<file path="config.mk">
export PLATFORM = sky130hd
export DESIGN_NAME = parport_rx
export DESIGN_NICKNAME = d
export VERILOG_FILES = /design/src/rtl/parport_pkg.sv /design/src/rtl/pp_sync.sv /design/src/rtl/pp_lowcnt.sv /design/src/rtl/pp_hs_fsm.sv /design/src/rtl/parport_rx.sv
export SDC_FILE = /design/constraint.sdc
export NUM_CORES = 1
export LEC_CHECK = 0
export ABC_AREA = 1
export CELL_PAD_IN_SITES_DETAIL_PLACEMENT = 0
export CELL_PAD_IN_SITES_GLOBAL_PLACEMENT = 1
export CORE_MARGIN = 8
export CORE_UTILIZATION = 41
export DETAILED_ROUTE_END_ITERATION = 6
export PLACE_DENSITY_LB_ADDON = 0.1
export SLEW_MARGIN = 30
export SYNTH_ARGS = -nofsm -noshare
export SYNTH_HDL_FRONTEND = slang
export SYNTH_SLANG_ARGS = --single-unit
export TNS_END_PERCENT = 5
</file>
<file path="constraint.sdc">
create_clock -name clk -period 2.1 [get_ports clk]
set_input_delay 0.42 -clock clk [delete_from_list [all_inputs] [get_ports clk]]
set_output_delay 0.42 -clock clk [all_outputs]
set_load 0.02 [all_outputs]
</file>
<file path="src/rtl/parport_pkg.sv">
package parport_pkg;
  typedef enum logic [1:0] {
    ST_IDLE  = 2'd0,
    ST_LOW   = 2'd1,
    ST_OFFER = 2'd2,
    ST_ACK   = 2'd3
  } pp_state_e;

  function automatic int unsigned ns_to_cyc(input longint unsigned clk_hz,
                                            input longint unsigned ns);
    longint unsigned c;
    c = (clk_hz * ns) / 64'd1_000_000_000;
    return (c < 1) ? 1 : int'(c);
  endfunction
endpackage

</file>
<file path="src/rtl/pp_sync.sv">
module pp_sync #(
  parameter int W = 1
) (
  input  logic         clk,
  input  logic         rst,
  input  logic [W-1:0] d,
  output logic [W-1:0] q
);
  logic [W-1:0] s1;

  always_ff @(posedge clk) begin
    if (rst) begin
      s1 <= '1;
      q  <= '1;
    end else begin
      s1 <= d;
      q  <= s1;
    end
  end
endmodule

</file>
<file path="src/rtl/pp_lowcnt.sv">
// Counts consecutive sampled-low cycles of a synchronized level, saturating at N.
module pp_lowcnt #(
  parameter int N = 4
) (
  input  logic clk,
  input  logic rst,
  input  logic lvl,
  output logic long_low
);
  localparam int CW = $clog2(N + 1);
  localparam logic [CW-1:0] LIM = CW'(N);

  logic [CW-1:0] cnt;

  always_ff @(posedge clk) begin
    if (rst || lvl) cnt <= '0;
    else if (cnt != LIM) cnt <= cnt + 1'b1;
  end

  assign long_low = (cnt == LIM);
endmodule

</file>
<file path="src/rtl/pp_hs_fsm.sv">
module pp_hs_fsm
  import parport_pkg::*;
#(
  parameter int DW      = 8,
  parameter int ACK_CYC = 50
) (
  input  logic          clk,
  input  logic          rst,
  input  logic          s_stb,
  input  logic          stb_long,
  input  logic [DW-1:0] s_data,
  input  logic          init_long,
  input  logic          hold,
  input  logic          m_ready,
  output logic          m_valid,
  output logic [DW-1:0] m_data,
  output logic          busy,
  output logic          ack_n
);
  localparam int AW = (ACK_CYC > 1) ? $clog2(ACK_CYC) : 1;
  localparam logic [AW-1:0] ACK_LOAD = AW'(ACK_CYC - 1);

  pp_state_e     state, nstate;
  logic          stb_prev;
  logic [AW-1:0] ack_cnt;
  logic          stb_fell;

  assign stb_fell = stb_prev & ~s_stb;

  always_comb begin
    nstate = state;
    case (state)
      ST_IDLE:  if (stb_fell && !hold) nstate = ST_LOW;
      ST_LOW:   if (s_stb) nstate = stb_long ? ST_OFFER : ST_IDLE;
      ST_OFFER: if (m_ready) nstate = ST_ACK;
      ST_ACK:   if (ack_cnt == '0) nstate = ST_IDLE;
      default:  nstate = ST_IDLE;
    endcase
    if (init_long) nstate = ST_IDLE;
  end

  always_ff @(posedge clk) begin
    if (rst) begin
      state    <= ST_IDLE;
      stb_prev <= 1'b1;
      ack_cnt  <= '0;
      m_data   <= '0;
      m_valid  <= 1'b0;
      busy     <= 1'b0;
      ack_n    <= 1'b1;
    end else begin
      state    <= nstate;
      stb_prev <= s_stb;
      m_valid  <= (nstate == ST_OFFER);
      ack_n    <= (nstate != ST_ACK);
      busy     <= (nstate != ST_IDLE) | hold | init_long;
      if (state == ST_LOW && nstate == ST_OFFER) m_data <= s_data;
      if (state == ST_OFFER && nstate == ST_ACK) ack_cnt <= ACK_LOAD;
      else if (state == ST_ACK && ack_cnt != '0) ack_cnt <= ack_cnt - 1'b1;
    end
  end
endmodule

</file>
<file path="src/rtl/parport_rx.sv">
module parport_rx
  import parport_pkg::*;
#(
  parameter longint unsigned CLK_HZ      = 250_000_000,
  parameter int              DW          = 8,
  parameter int              STB_MIN_NS  = 500,
  parameter int              ACK_NS      = 5000,
  parameter int              INIT_MIN_NS = 50000
) (
  input  logic          clk,
  input  logic          rst,
  input  logic          stb_n,
  input  logic [DW-1:0] pdata,
  input  logic          init_n,
  input  logic          autofd_n,
  output logic          busy,
  output logic          ack_n,
  output logic          paper_end,
  output logic          select,
  output logic          error_n,
  input  logic          paper_out,
  input  logic          online,
  input  logic          fault,
  output logic          m_valid,
  output logic [DW-1:0] m_data,
  input  logic          m_ready,
  output logic          autofeed,
  output logic          host_init
);
  localparam int STB_CYC  = ns_to_cyc(CLK_HZ, STB_MIN_NS);
  localparam int ACK_CYC  = ns_to_cyc(CLK_HZ, ACK_NS);
  localparam int INIT_CYC = ns_to_cyc(CLK_HZ, INIT_MIN_NS);
  localparam int SW       = DW + 3;

  logic [SW-1:0] s_vec;
  logic          s_stb, s_init, s_afd;
  logic [DW-1:0] s_data;
  logic          stb_long, init_long;
  logic          hold;

  pp_sync #(.W(SW)) u_sync (
    .clk (clk),
    .rst (rst),
    .d   ({pdata, autofd_n, init_n, stb_n}),
    .q   (s_vec)
  );

  assign s_stb  = s_vec[0];
  assign s_init = s_vec[1];
  assign s_afd  = s_vec[2];
  assign s_data = s_vec[SW-1:3];

  pp_lowcnt #(.N(STB_CYC)) u_stb_q (
    .clk (clk), .rst (rst), .lvl (s_stb), .long_low (stb_long)
  );

  pp_lowcnt #(.N(INIT_CYC)) u_init_q (
    .clk (clk), .rst (rst), .lvl (s_init), .long_low (init_long)
  );

  assign hold      = paper_out | ~online | fault;
  assign host_init = init_long;

  pp_hs_fsm #(.DW(DW), .ACK_CYC(ACK_CYC)) u_fsm (
    .clk       (clk),
    .rst       (rst),
    .s_stb     (s_stb),
    .stb_long  (stb_long),
    .s_data    (s_data),
    .init_long (init_long),
    .hold      (hold),
    .m_ready   (m_ready),
    .m_valid   (m_valid),
    .m_data    (m_data),
    .busy      (busy),
    .ack_n     (ack_n)
  );

  always_ff @(posedge clk) begin
    if (rst) begin
      paper_end <= 1'b0;
      select    <= 1'b0;
      error_n   <= 1'b1;
      autofeed  <= 1'b0;
    end else begin
      paper_end <= paper_out;
      select    <= online;
      error_n   <= ~hold;
      autofeed  <= ~s_afd;
    end
  end
endmodule

</file>
==> flow_metrics.py <==
metrics = {
    "power": {
        "total_power_mw": 2.544,
        "power.density_nw_per_um2": 689.3,
        "ir_drop_mv": 0.4044,
        "leakage_nw": 1.529,
    },
    "place": {
        "post-place-ws_ns": 0.04164,
        "placed_cell_area_um2": 3511,
        "portBuffers": 32,
        "dpl.hpwl_um": 4338,
        "gp_congestion": 0.8909,
    },
    "setup_path": {
        "reg2reg_depth": 9,
        "cp.arrival_ns": 1.50,
        "timing.rr.start": "u_fsm.ack_cnt[0]",
        "required_ns": 1.68,
        "path_delay_family": "simple AND/OR/NAND/NOR gates",
        "path_depth": 5,
        "r2r-end": "u_fsm.ack_cnt[10]",
        "r2r_slack_ns": 0.34,
        "path_cells": "inv_1 > ha_1 > nand4_1 > nor3_1 > clkbuf_2",
        "start_kind": "register",
        "cp_slowest_cell": "dfxtp_1",
        "worstSetupPathType": "reg2out",
        "crit_path_end_kind": "primary output",
        "slowest_delay_ns": 0.34,
        "path_max_fanout": 3,
        "critPathBufInv": 2,
    },
    "min_path": {
        "hold_path_class": "reg2reg",
        "hold_depth": 1,
        "hold_path_end": "autofeed",
        "hold_start": "u_sync.q[2]",
    },
    "synthesis": {
        "synth-simple-area-share_pct": 31.66,
        "syn-instance-count": 380,
        "synth_top_area_share_pct": 47.68,
        "synth_top_family_by_area": "simple AND/OR/NAND/NOR gates",
        "synth_adder_area_share_pct": 2.483,
        "ys_ff_latch": 72,
        "ys_types": 33,
        "synth-main-ff-cell": "dfxtp_1",
        "synth_nets": 403,
        "synth_xor_area_share_pct": 2.318,
        "syn-cell-area_um2": 3023,
        "syn_avg_cell_area_um2": 7.955,
        "synth_common_cells": "dfxtp_1 (72), nand2_1 (72), inv_1 (49)",
        "synth_edf_count": 0,
        "yosysWarnings": 0,
        "yosys.area.top_type": "dfxtp_1",
        "async_flop_share_pct": 0,
        "yosys-top-cells-area": "dfxtp_1 (48%), nand2_1 (8.9%), inv_1 (6.1%)",
        "synth-compound-area-share_pct": 8.361,
        "synthMuxAreaShare_pct": 0,
        "ys_seq_area_share_pct": 47.68,
    },
    "cells_and_area": {
        "final_layout_size_suffix_gt1_share_pct": 17.13,
        "nets": 450,
        "utilization_pct": 51.16,
        "area_delta_synth_final_pct": 22.10,
        "design_area_um2": 3691,
        "diodes": 0,
    },
    "floorplanning": {
        "rows": 31,
        "die_h_um": 101.9,
        "coreArea_um2": 7214,
        "start_util_pct": 41.90,
        "top_level_ports": 33,
        "die_area_um2": 10380,
        "die_x_um": 101.9,
    },
    "drt": {
        "dr.pass1.iters": 4,
        "viasPerCell": 4.471,
        "ant_nets": 0,
        "via_count": 2374,
        "wirelength_um": 5961,
        "routedWlPerCell_um": 11.23,
        "drc": 0,
        "drtIter0Drc": 53,
    },
    "timing": {
        "fin_worst_skew_ns": 0.01254,
        "report.final.slew_viol_count": 0,
        "layout_setup_ws_ns": 0.1820,
        "layout_min_cycle_time_ns": 1.918,
        "finalSetupViolCount": 0,
        "relSlewSlack_pct": 59.34,
        "hold_viol_final": 0,
        "rsz0062_at_grt": "no",
        "worst_pin_slew_ns": 0.6076,
        "finalSetupTns_ns": 0,
        "period_share_pct": 91.33,
        "fmax_ghz": 0.5214,
    },
    "outcome": {
        "status": "finished clean",
    },
    "cts": {
        "cts_made_buffers": 9,
        "root_buffer": "clkbuf_8",
        "clk_path_buf_depth": 2,
        "clk-insertion-delay-late_ns": 0.34,
        "h-tree-depth": 3,
        "clk_pin_slew_ns": 0.09,
        "clkSinkCount": 72,
        "cts_tree": "done",
    },
    "global_route": {
        "grt_max_degree": 18,
        "gr-total-overflow": 0,
        "track_usage_pct": 12.40,
        "grt_pass1_wl_um": 10250,
        "grt_pass1_vias": 2266,
        "antenna_found_initial": 0,
    },
    "flow_run": {
        "drv_cap": 0,
    },
}
[power breakdown]
group          total (mW)  leakage, nW  switching, mW  internal [mW]
Sequential           1.40        0.587        0.00884           1.39
Combinational       0.112        0.853         0.0501         0.0621
Clock                1.03       0.0888          0.579          0.451
Total                2.54         1.53          0.638           1.91
[placed cells by master, fill, tap and decap left out, types with 2 or more instances in the layout]
master and instances:
clkbuf_8 9, inv_1 49, or2_2 26, inv_6 3, clkinvlp_4 2, buf_4 10
nand2_1 72, nand2_4 3, nand3b_1 2, a21oi_1 19, a31oi_1 4, a211oi_1 2
clkdlybuf4s50_1 31, ha_1 6, nor2_2 2, xnor2_1 3, o211ai_1 2, inv_2 3
nand3_4 2, nand4_1 7, nor2_4 2, nand3_1 17, a21oi_2 4, nand2_2 2
o21ai_0 12, xor2_1 5, dfxtp_1 72, nor3_1 5, nor2_1 47
[registers in the layout, indices dropped and copies added, names as in the netlist, 2 cells and up]
name,flops
u_fsm.state,2
u_fsm.m_data,8
u_stb_q.cnt,7
u_sync.s1,11
u_init_q.cnt,14
u_sync.q,11
u_fsm.ack_cnt,11
[cell type report]
type | count | area, µm²
fillers | 744 | 3523
flip-flops and latches | 72 | 1441
multi-input cells | 250 | 1355
repair buffers | 42 | 390.4
inverters | 52 | 195.2
clock buffers | 9 | 123.9
well taps | 99 | 123.9
clock inverters | 7 | 61.31
[worst reg2reg max path: stages, from the launching register on]
cell      delay, ns
dfxtp_1        0.39
inv_1          0.12
ha_1           0.22
nand2_1        0.15
nor2_8         0.06
a21oi_2        0.40
nand3_1        0.13
o211ai_1       0.12
nand2_1        0.07
inv_1          0.06
[metrics by stage]
stage,instances,hold slack [ns]
after floorplan,380,0.3682
after global placement,515,0.3702
after detailed placement,515,0.3762
after CTS,531,0.3883
after global routing,531,0.4051
final,531,0.3856
[repair_timing]
item | CTS | global route
setup buffers | 0 | 0
gates resized for setup | 3 | 1
setup endpoints to repair | 1 | 1
gates cloned | 0 | 0
hold buffers | 0 | 0
pin swaps | 0 | 0
[worst max-delay path by stage]
stage	endpoint	from
after floorplan	host_init	u_init_q.cnt[0]
after global placement	u_init_q.cnt[9]	rst
after detailed placement	u_init_q.cnt[9]	rst
after CTS	host_init	u_init_q.cnt[1]
after global routing	host_init	u_init_q.cnt[1]
final	host_init	u_init_q.cnt[1]
[cell families (layout without fill, tap and decap cells)]
logic type	count (synthesis)	after routing
buf+inv	58	110
fa+ha+maj	6	6
flops	72	72
simple gates	192	192
xor+xnor	8	8
compound gates	44	44
[layer usage]
layer | track usage (%) | vias to the layer above | share of wire (%)
li1 | - | 1292 | -
met1 | 15.77 | 1049 | 51
met2 | 19.32 | 29 | 45
met3 | 3.678 | 4 | 4.1
met4 | 4.740 | 0 | 0.67
met5 | 0 | - | 0
Power figures use the tool's default switching activity.
